### config.mk
export PLATFORM = sky130hd
export DESIGN_NAME = dvfs_seq
export DESIGN_NICKNAME = d
export VERILOG_FILES = /design/src/rtl/dvfs_pkg.sv /design/src/rtl/dvfs_op_table.sv /design/src/rtl/dvfs_settle_timer.sv /design/src/rtl/dvfs_req_slot.sv /design/src/rtl/dvfs_seq_ctrl.sv /design/src/rtl/dvfs_seq.sv
export SDC_FILE = /design/constraint.sdc
export NUM_CORES = 1
export LEC_CHECK = 0
export ABC_AREA = 1
export ABC_CLOCK_PERIOD_IN_PS = 4500
export BUFFER_PORTS_ARGS = -buffer_cell sky130_fd_sc_hd__buf_2
export CAP_MARGIN = 20
export CORE_MARGIN = 10
export CORE_UTILIZATION = 25
export CTS_CLUSTER_SIZE = 8
export DETAILED_ROUTE_END_ITERATION = 6
export SYNTH_ARGS = -nofsm -noshare
export SYNTH_HDL_FRONTEND = slang
export SYNTH_HIERARCHICAL = 1
export SYNTH_SLANG_ARGS = --single-unit
### constraint.sdc
create_clock -name clk -period 4.5 [get_ports clk]
set_input_delay 0.225 -clock clk [delete_from_list [all_inputs] [get_ports clk]]
set_output_delay 0.225 -clock clk [all_outputs]
set_load 0.03 [all_outputs]
### src/rtl/dvfs_pkg.sv
package dvfs_pkg;

  typedef enum logic [2:0] {
    PH_IDLE,
    PH_UP_STEP,
    PH_DN_RATIO,
    PH_RELOCK,
    PH_DN_STEP
  } phase_t;

  // Operating-point arithmetic: value for state idx on a linear ladder.
  function automatic int unsigned op_code(input int unsigned idx,
                                          input int unsigned base,
                                          input int unsigned inc);
    return base + idx * inc;
  endfunction

  function automatic int unsigned max_w(input int unsigned a, input int unsigned b);
    return (a > b) ? a : b;
  endfunction

endpackage

### src/rtl/dvfs_op_table.sv
module dvfs_op_table #(
  parameter int NUM_STATES = 4,
  parameter int STATE_W    = 2,
  parameter int VID_W      = 6,
  parameter int RATIO_W    = 5,
  parameter int VID_BASE   = 20,
  parameter int VID_INC    = 3,
  parameter int RATIO_BASE = 8,
  parameter int RATIO_INC  = 2
) (
  input  logic [STATE_W-1:0] sel,
  output logic [VID_W-1:0]   sel_vid,
  output logic [RATIO_W-1:0] sel_ratio
);
  localparam int LAST = NUM_STATES - 1;

  logic [VID_W-1:0]   vid_tab   [NUM_STATES];
  logic [RATIO_W-1:0] ratio_tab [NUM_STATES];
  logic [STATE_W-1:0] idx;

  for (genvar i = 0; i < NUM_STATES; i++) begin : g_entry
    assign vid_tab[i]   = VID_W'(dvfs_pkg::op_code(i, VID_BASE, VID_INC));
    assign ratio_tab[i] = RATIO_W'(dvfs_pkg::op_code(i, RATIO_BASE, RATIO_INC));
  end

  always_comb begin
    idx = (sel > STATE_W'(LAST)) ? STATE_W'(LAST) : sel;
    sel_vid   = vid_tab[idx];
    sel_ratio = ratio_tab[idx];
  end
endmodule

### src/rtl/dvfs_settle_timer.sv
module dvfs_settle_timer #(
  parameter int CNT_W = 8
) (
  input  logic             clk,
  input  logic             rst_n,
  input  logic             load,
  input  logic [CNT_W-1:0] load_val,
  output logic             expired
);
  logic [CNT_W-1:0] cnt_q;

  always_ff @(posedge clk) begin
    if (!rst_n)        cnt_q <= '0;
    else if (load)     cnt_q <= load_val;
    else if (!expired) cnt_q <= cnt_q - 1'b1;
  end

  assign expired = (cnt_q == '0);
endmodule

### src/rtl/dvfs_req_slot.sv
module dvfs_req_slot #(
  parameter int STATE_W = 2
) (
  input  logic               clk,
  input  logic               rst_n,
  input  logic               wr_en,
  input  logic [STATE_W-1:0] wr_state,
  input  logic               take,
  output logic               pend_valid,
  output logic [STATE_W-1:0] pend_state
);
  always_ff @(posedge clk) begin
    if (!rst_n) begin
      pend_valid <= 1'b0;
      pend_state <= '0;
    end else if (wr_en) begin
      pend_valid <= 1'b1;
      pend_state <= wr_state;
    end else if (take) begin
      pend_valid <= 1'b0;
    end
  end
endmodule

### src/rtl/dvfs_seq_ctrl.sv
module dvfs_seq_ctrl
  import dvfs_pkg::*;
#(
  parameter int STATE_W       = 2,
  parameter int VID_W         = 6,
  parameter int RATIO_W       = 5,
  parameter int DWELL_W       = 8,
  parameter int CNT_W         = 8,
  parameter int RELOCK_CYCLES = 4,
  parameter int VID_BASE      = 20,
  parameter int RATIO_BASE    = 8
) (
  input  logic               clk,
  input  logic               rst_n,
  input  logic               pend_valid,
  input  logic [STATE_W-1:0] pend_state,
  output logic               take,
  input  logic [VID_W-1:0]   tgt_vid,
  input  logic [RATIO_W-1:0] tgt_ratio,
  input  logic [DWELL_W-1:0] dwell_cfg,
  input  logic               tmr_expired,
  output logic               tmr_load,
  output logic [CNT_W-1:0]   tmr_val,
  output logic [STATE_W-1:0] tgt_state,
  output logic [VID_W-1:0]   vid_q,
  output logic [RATIO_W-1:0] ratio_q,
  output logic [STATE_W-1:0] cur_q,
  output logic               done_q,
  output logic               busy
);
  phase_t phase_q;
  logic   up_q;
  logic   at_vid;
  logic   step_up_ev, step_dn_ev, ratio_ev, finish_ev;

  assign at_vid     = (vid_q == tgt_vid);
  assign busy       = (phase_q != PH_IDLE);
  assign take       = (phase_q == PH_IDLE);
  assign step_up_ev = (phase_q == PH_UP_STEP) && tmr_expired && !at_vid;
  assign step_dn_ev = (phase_q == PH_DN_STEP) && tmr_expired && !at_vid;
  assign ratio_ev   = (phase_q == PH_DN_RATIO) ||
                      ((phase_q == PH_UP_STEP) && tmr_expired && at_vid);
  assign finish_ev  = ((phase_q == PH_RELOCK) && tmr_expired && up_q) ||
                      ((phase_q == PH_DN_STEP) && tmr_expired && at_vid);

  always_comb begin
    tmr_load = step_up_ev || step_dn_ev || ratio_ev;
    tmr_val  = ratio_ev ? CNT_W'(RELOCK_CYCLES) : CNT_W'(dwell_cfg);
  end

  always_ff @(posedge clk) begin
    if (!rst_n) begin
      phase_q   <= PH_IDLE;
      up_q      <= 1'b0;
      cur_q     <= '0;
      tgt_state <= '0;
      vid_q     <= VID_W'(op_code(0, VID_BASE, 0));
      ratio_q   <= RATIO_W'(op_code(0, RATIO_BASE, 0));
      done_q    <= 1'b1;
    end else begin
      case (phase_q)
        PH_IDLE: begin
          if (pend_valid) begin
            if (pend_state == cur_q) begin
              done_q <= 1'b1;
            end else begin
              tgt_state <= pend_state;
              done_q    <= 1'b0;
              up_q      <= (pend_state > cur_q);
              phase_q   <= (pend_state > cur_q) ? PH_UP_STEP : PH_DN_RATIO;
            end
          end
        end
        PH_UP_STEP: begin
          if (step_up_ev) vid_q <= vid_q + 1'b1;
          if (ratio_ev) begin
            ratio_q <= tgt_ratio;
            phase_q <= PH_RELOCK;
          end
        end
        PH_DN_RATIO: begin
          ratio_q <= tgt_ratio;
          phase_q <= PH_RELOCK;
        end
        PH_RELOCK: begin
          if (tmr_expired && !up_q) phase_q <= PH_DN_STEP;
        end
        PH_DN_STEP: begin
          if (step_dn_ev) vid_q <= vid_q - 1'b1;
        end
        default: phase_q <= PH_IDLE;
      endcase
      if (finish_ev) begin
        cur_q   <= tgt_state;
        done_q  <= 1'b1;
        phase_q <= PH_IDLE;
      end
    end
  end
endmodule

### src/rtl/dvfs_seq.sv
module dvfs_seq #(
  parameter int NUM_STATES    = 4,
  parameter int VID_W         = 6,
  parameter int RATIO_W       = 5,
  parameter int DWELL_W       = 8,
  parameter int RELOCK_CYCLES = 4,
  parameter int VID_BASE      = 20,
  parameter int VID_INC       = 3,
  parameter int RATIO_BASE    = 8,
  parameter int RATIO_INC     = 2,
  localparam int STATE_W      = (NUM_STATES > 1) ? $clog2(NUM_STATES) : 1
) (
  input  logic               clk,
  input  logic               rst_n,
  input  logic               wr_en,
  input  logic [STATE_W-1:0] wr_state,
  input  logic [DWELL_W-1:0] dwell_cfg,
  output logic [VID_W-1:0]   vid_out,
  output logic [RATIO_W-1:0] ratio_out,
  output logic               busy,
  output logic [STATE_W-1:0] stat_state,
  output logic               stat_done
);
  localparam int RELOCK_W = $clog2(RELOCK_CYCLES + 1);
  localparam int CNT_W    = dvfs_pkg::max_w(DWELL_W, RELOCK_W);

  logic               pend_valid, take;
  logic [STATE_W-1:0] pend_state, tgt_state;
  logic [VID_W-1:0]   tgt_vid;
  logic [RATIO_W-1:0] tgt_ratio;
  logic               tmr_load, tmr_expired;
  logic [CNT_W-1:0]   tmr_val;

  dvfs_req_slot #(.STATE_W(STATE_W)) u_slot (
    .clk(clk), .rst_n(rst_n), .wr_en(wr_en), .wr_state(wr_state),
    .take(take), .pend_valid(pend_valid), .pend_state(pend_state)
  );

  dvfs_op_table #(
    .NUM_STATES(NUM_STATES), .STATE_W(STATE_W), .VID_W(VID_W), .RATIO_W(RATIO_W),
    .VID_BASE(VID_BASE), .VID_INC(VID_INC), .RATIO_BASE(RATIO_BASE), .RATIO_INC(RATIO_INC)
  ) u_table (
    .sel(tgt_state), .sel_vid(tgt_vid), .sel_ratio(tgt_ratio)
  );

  dvfs_settle_timer #(.CNT_W(CNT_W)) u_timer (
    .clk(clk), .rst_n(rst_n), .load(tmr_load), .load_val(tmr_val), .expired(tmr_expired)
  );

  dvfs_seq_ctrl #(
    .STATE_W(STATE_W), .VID_W(VID_W), .RATIO_W(RATIO_W), .DWELL_W(DWELL_W),
    .CNT_W(CNT_W), .RELOCK_CYCLES(RELOCK_CYCLES), .VID_BASE(VID_BASE),
    .RATIO_BASE(RATIO_BASE)
  ) u_ctrl (
    .clk(clk), .rst_n(rst_n), .pend_valid(pend_valid), .pend_state(pend_state),
    .take(take), .tgt_vid(tgt_vid), .tgt_ratio(tgt_ratio), .dwell_cfg(dwell_cfg),
    .tmr_expired(tmr_expired), .tmr_load(tmr_load), .tmr_val(tmr_val),
    .tgt_state(tgt_state), .vid_q(vid_out), .ratio_q(ratio_out), .cur_q(stat_state),
    .done_q(stat_done), .busy(busy)
  );
endmodule

Word-level counts from Yosys, hierarchy flattened. Cells that the tools add are included.

Flip-flop bits (word level): 31. Bits of input ports: 13. Output and inout port bits: 15. Logic and storage cells: 84.

Add/subtract/negate cells: 3. $lt $le $gt $ge: 3. Equal/unequal tests: 13. Multiplexer cells: 24. Bitwise logic cells: 4. Reductions and logical operators: 27.

Operator list (count): $mux 6 (4); $mux 8 (3); $mux 5 (3); $pmux 3 s5 (1); $bmux 6 s2 (1); $mux 3 (4); $pmux 6 s2 (1); $bmux 5 s2 (1); $pmux 5 s2 (1); $logic_and 1x1->1 (9); $logic_not 8->1 (1); $ne 2x1->1 const B (4); $sub 8x1->8 const B (1); $add 6x1->6 const B (1); $eq 3x2->1 const B (2); $eq 6x6->1 (1); $ne 2x2->1 const B (3); $reduce_and 3->1 (2); $reduce_bool 2->1 (3); $sub 6x1->6 const B (1); $reduce_and 5->1 (1); $logic_or 1x1->1 (4); $mux 2 (2); $reduce_and 2->1 (2); 13 further kinds (18).

Depth between registers and ports, before layout.
Depth after elaboration: 12. Mapped depth: 19.

By module. The synthesis kept the hierarchy.

By module, submodules not included: dvfs_seq_ctrl (instances 1, cells each 204, area each 1272.5 um^2); dvfs_settle_timer (instances 1, cells each 71, area each 462.9 um^2); dvfs_req_slot (instances 1, cells each 14, area each 108.9 um^2); dvfs_op_table (instances 1, cells each 15, area each 98.8 um^2).

Least setup slack after synthesis. Ideal clock, no wire load.

Path type: reg2reg. From: register u_ctrl.tgt_state[0]. To: register u_timer.cnt_q[5]. Library setup time: 0.064 ns. Data arrival time: 1.906 ns. Slack: 2.530 ns. Cell stages (with the launch flop): 18. Clock period less this slack: 1.970 ns. Cells stage by stage: dfxtp_1 > inv_1 > ha_1 > inv_1 > xor2_1 > nor2_1 > nand3_1 > inv_1 > nand2_1 > nand2_2 > inv_1 > nand2_1 > inv_2 > nand2_2 > clkinv_2 > nor2_1 > nand2_1 > nor2_1.

Cells in the longest elaborated chain, start to end: 12. Elaborated cells on any way between the ends: 17.

RTL lines: start, declared (RTL line dvfs_seq_ctrl.sv:24) `output logic [STATE_W-1:0] tgt_state,`; start signal, assigned (RTL line dvfs_seq_ctrl.sv:67) `tgt_state <= pend_state;`; $gt 2x2->1 (RTL line dvfs_op_table.sv:27) `idx = (sel > STATE_W'(LAST)) ? STATE_W'(LAST) : sel;`; $mux 2 (*) (RTL line dvfs_op_table.sv:27); $not 2->3 (not written as such) (*) (RTL line dvfs_op_table.sv:28) `sel_vid = vid_tab[idx];`; $bmux 6 s2 (*) (RTL line dvfs_op_table.sv:28); $mux 6 (not written as such) (*) (2 in series) (RTL line dvfs_op_table.sv:28); net tgt_vid[1] (RTL line dvfs_seq.sv:29) `logic [VID_W-1:0] tgt_vid;`; $eq 6x6->1 (*) (RTL line dvfs_seq_ctrl.sv:36) `assign at_vid = (vid_q == tgt_vid);`; $logic_not 1->1 (RTL line dvfs_seq_ctrl.sv:39, dvfs_seq_ctrl.sv:40); $logic_and 1x1->1 (on tied branches) (RTL line dvfs_seq_ctrl.sv:39, dvfs_seq_ctrl.sv:40); $logic_or 1x1->1 (RTL line dvfs_seq_ctrl.sv:47) `tmr_load = step_up_ev || step_dn_ev || ratio_ev;`; $logic_or 1x1->1 (*) (RTL line dvfs_seq_ctrl.sv:47); net tmr_load (RTL line dvfs_seq.sv:31) `logic tmr_load, tmr_expired;`; $ne 2x2->1 (no source line) / $mux 8 (equally long branches); end signal, assigned (RTL line dvfs_settle_timer.sv:14) `else if (load) cnt_q <= load_val;`; end signal, assigned (RTL line dvfs_settle_timer.sv:15) `else if (!expired) cnt_q <= cnt_q - 1'b1;`; end, declared (RTL line dvfs_settle_timer.sv:10) `logic [CNT_W-1:0] cnt_q;`.

The timed path passes the listed nets; every way through them passes the cells marked *. The select of a mux whose other input is x is not followed. A chain may end at the register's enable or synchronous reset.

Worst setup path in the final report. Ends and elaborated chain as after synthesis.

==> impl_metrics.yaml <==
setup_path:
  crit_slowest_cell: "dfxtp_1"
  slowest_delay_ns: 0.41
  ff2ff_path_depth: 19
  path_cells: "inv_1, ha_1, inv_1, inv_1, nand2_1, nand2_1, a21oi_1, nand3_1, inv_1, nand2_1, nand2_2, inv_1, nand2_1, inv_2, nand2_2, clkinv_2, nor2_1, nand2_1, nor2_1"
  r2r_slack_ns: 2.08
  worstPathMaxFanout: 14
  startpoint: "u_ctrl/tgt_state[0]$_SDFFE_PN0P_"
  worstReg2RegStart: "u_ctrl/tgt_state[0]$_SDFFE_PN0P_"
  crit_type: "reg2reg"
  cp.arrival_ns: 2.64
  required_ns: 4.72
  cp-endpoint: "u_timer/cnt_q[5]$_SDFFE_PN0P_"
  crit_path_end_kind: "register"
  worstSetupStartpointType: "register"
  worstReg2RegEnd: "u_timer/cnt_q[5]$_SDFFE_PN0P_"
pwr:
  intPower_mw: 0.7520
  p_sw_share_pct: 42.07
  switchingPower_mw: 0.5461
  p_leak_nw: 1.162
  p_per_area_nw_per_um2: 575.4
  pwr-share-seq_pct: 30.6
  vdd_drop_max_v: 0.0001604
  pwr-share-clk_pct: 25.2
  pwr-share-comb_pct: 44.3
placed_design:
  port_buffers: 27
  gp_congestion: 0.7844
  place_ws_ns: 2.103
  dpl-instance-area_sq_um: 2123
  dp_hpwl_um: 3548
drt:
  wl_per_cell_um: 10.41
  dr.first_iter.drc_count: 75
  via_per_inst: 4.306
  antenna_left: 0
  drc_errors: 0
  drt_wl_total_um: 4486
  dr.pass1.iters: 4
  vias: 1856
floorplanning:
  die_w_um: 108.2
  die_area_sq_um: 11700
  die_height_um: 108.2
  ios: 28
  rows: 32
  core_sq_um: 7647
  start_util_pct: 25.41
clocking:
  cts_root_buf: "clkbuf_8"
  h-tree-depth: 2
  clock_tree.buffer_depth: 2
  insertion_delay_ns: 0.28
  cts_tree: "done"
  path_clk_slew_ns: 0.07
  ctsResizeCount: 0
  cts_hold_buf: 0
  cts_setup_buffers: 0
  clkSinkCount: 31
  cts_buffers: 5
logic_synthesis:
  synth-edff-count: 0
  synth_async_sr_flop_share_pct: 0
  synth_xor_area_share_pct: 3.155
  avgSynthCellArea_sq_um: 6.392
  synth_common_cells: "nand2_1 (56), nor2_1 (56), inv_1 (47)"
  yosys_warnings: 6
  yosys.area.top_type: "dfxtp_1"
  ys_dominant_reg_cell: "dfxtp_1"
  yosys.area_share.simple_pct: 32.78
  synth_top_family_by_area: "simple AND/OR/NAND/NOR gates"
  ys_seq_area_share_pct: 31.94
  synthMuxAreaShare_pct: 0
  synth-seq-cells: 31
  syn_area_sq_um: 1943
  netlist_top_cells_area: "dfxtp_1 (32%), nand2_1 (11%), nor2_1 (11%)"
  yosysUniqueCellTypes: 32
  synth_top_cell_area_share_pct: 31.94
  netlist_instances: 304
  synth_adder_area_share_pct: 3.220
  synth-compound-area-share_pct: 13.97
sta:
  finalCritPeriodShare_pct: 53.86
  finalCriticalPeriod_ns: 2.424
  report.final.slew_viol_count: 0
  fin_skew_ns: 0.007208
  finalHoldViolCount: 0
  tns_ns: 0
  fmax_mhz: 412.6
  rsz0062_at_grt: "no"
  setup_slack_ns: 2.076
  setup_viol: 0
final_layout:
  finalCoreUtilization_pct: 29.50
  syn_to_final_growth_pct: 16.10
  drive_gt1_share_pct: 16.11
  design_area_sq_um: 2256
  nets: 346
  diodes: 0
grt:
  first_global_vias: 1737
  grt_max_degree: 19
  grt-ovfl-total: 0
  antenna_found_initial: 0
  grt_pass1_wl_um: 7714
  gr-usage-all-layers_pct: 7.998
run_status:
  status: "finished, final reports clean"
worst_hold_path:
  whs_path_depth: 3
  worst_hold_path_type: "in2reg"
job:
  max-cap-violations: 0
-- routing by layer --
layer	global-route usage, %	routed length, um
met3	2.499	166
met2	12.97	2090
met4	2.576	47
met1	9.833	2182
met5	0	0
-- sequential cells by signal (all words and copies together), names as in the netlist --
| register | cells |
|---|---|
| u_ctrl/ratio_q | 5 |
| u_ctrl/cur_q | 2 |
| u_ctrl/phase_q | 3 |
| u_timer/cnt_q | 8 |
| u_slot/pend_state | 2 |
| u_ctrl/up_q | 1 |
| u_ctrl/done_q | 1 |
| u_ctrl/tgt_state | 2 |
| u_slot/pend_valid | 1 |
| u_ctrl/vid_q | 6 |
-- stage by stage --
step                hold WS (ns)  total power, mW  cells
finish                    0.1669            1.298    431
detailed placement        0.4535           0.9793    423
floorplan                 0.3465           0.8624    307
global route              0.1690            1.412    431
CTS                       0.1612            1.312    431
global placement          0.4514           0.9748    423
-- cell type report --
cell class | count | area (sq um)
repair buffers | 27 | 135.1
clock inverters | 2 | 60.06
multi-input cells | 213 | 1051
well taps | 102 | 127.6
inverters | 50 | 188.9
flip-flops and latches | 31 | 620.6
clock buffers | 6 | 72.57
fillers | 821 | 5391
-- logic make-up after synthesis --
family	after synthesis
compound gates	50
xor+xnor	7
fa+ha+maj	5
buf+inv	63
flops	31
other cells	2
simple gates	146
-- power groups by stage --
stage	combinational [mW]	sequential (mW)	clock, mW
floorplan	0.423	0.440	0
global placement	0.571	0.404	0
detailed placement	0.575	0.404	0
CTS	0.578	0.398	0.336
global route	0.653	0.408	0.351
finish	0.575	0.397	0.327
-- layout by cell type (no fill, tap or decap), types with 2 or more instances in the layout --
cell / count
buf_2: 27
inv_1: 47
nor2_2: 2
nor2_1: 56
nor2_4: 2
nand2_2: 5
nand3b_1: 2
nand3_1: 16
clkbuf_8: 5
nand2_1: 56
inv_2: 2
a21oi_2: 2
o21ai_1: 5
o21ai_0: 19
xor2_1: 6
bufinv_16: 2
a21oi_1: 19
conb_1: 5
dfxtp_1: 31
ha_1: 5
nand4_1: 2
-- worst min-delay path by stage --
stage	startpoint	endpoint
detailed placement	u_timer/cnt_q[0]$_SDFFE_PN0P_	u_timer/cnt_q[0]$_SDFFE_PN0P_
CTS	wr_state[0]	u_slot/pend_state[0]$_SDFFE_PN0P_
finish	wr_state[0]	u_slot/pend_state[0]$_SDFFE_PN0P_
floorplan	rst_n	u_slot/pend_valid$_SDFFE_PN0P_
global route	wr_state[1]	u_slot/pend_state[1]$_SDFFE_PN0P_
global placement	wr_state[1]	u_slot/pend_state[1]$_SDFFE_PN0P_
-- critical path, delay by kind of cell (launching register included) --
kind                     cells  cell delay, ns
AO/OA/AOI/OAI                1            0.13
adder cells (fa/ha/maj)      1            0.20
buffers and inverters        7            0.60
flip-flops                   1            0.41
AND/OR/NAND/NOR             10            1.04
Power figures use the tool's default switching activity.
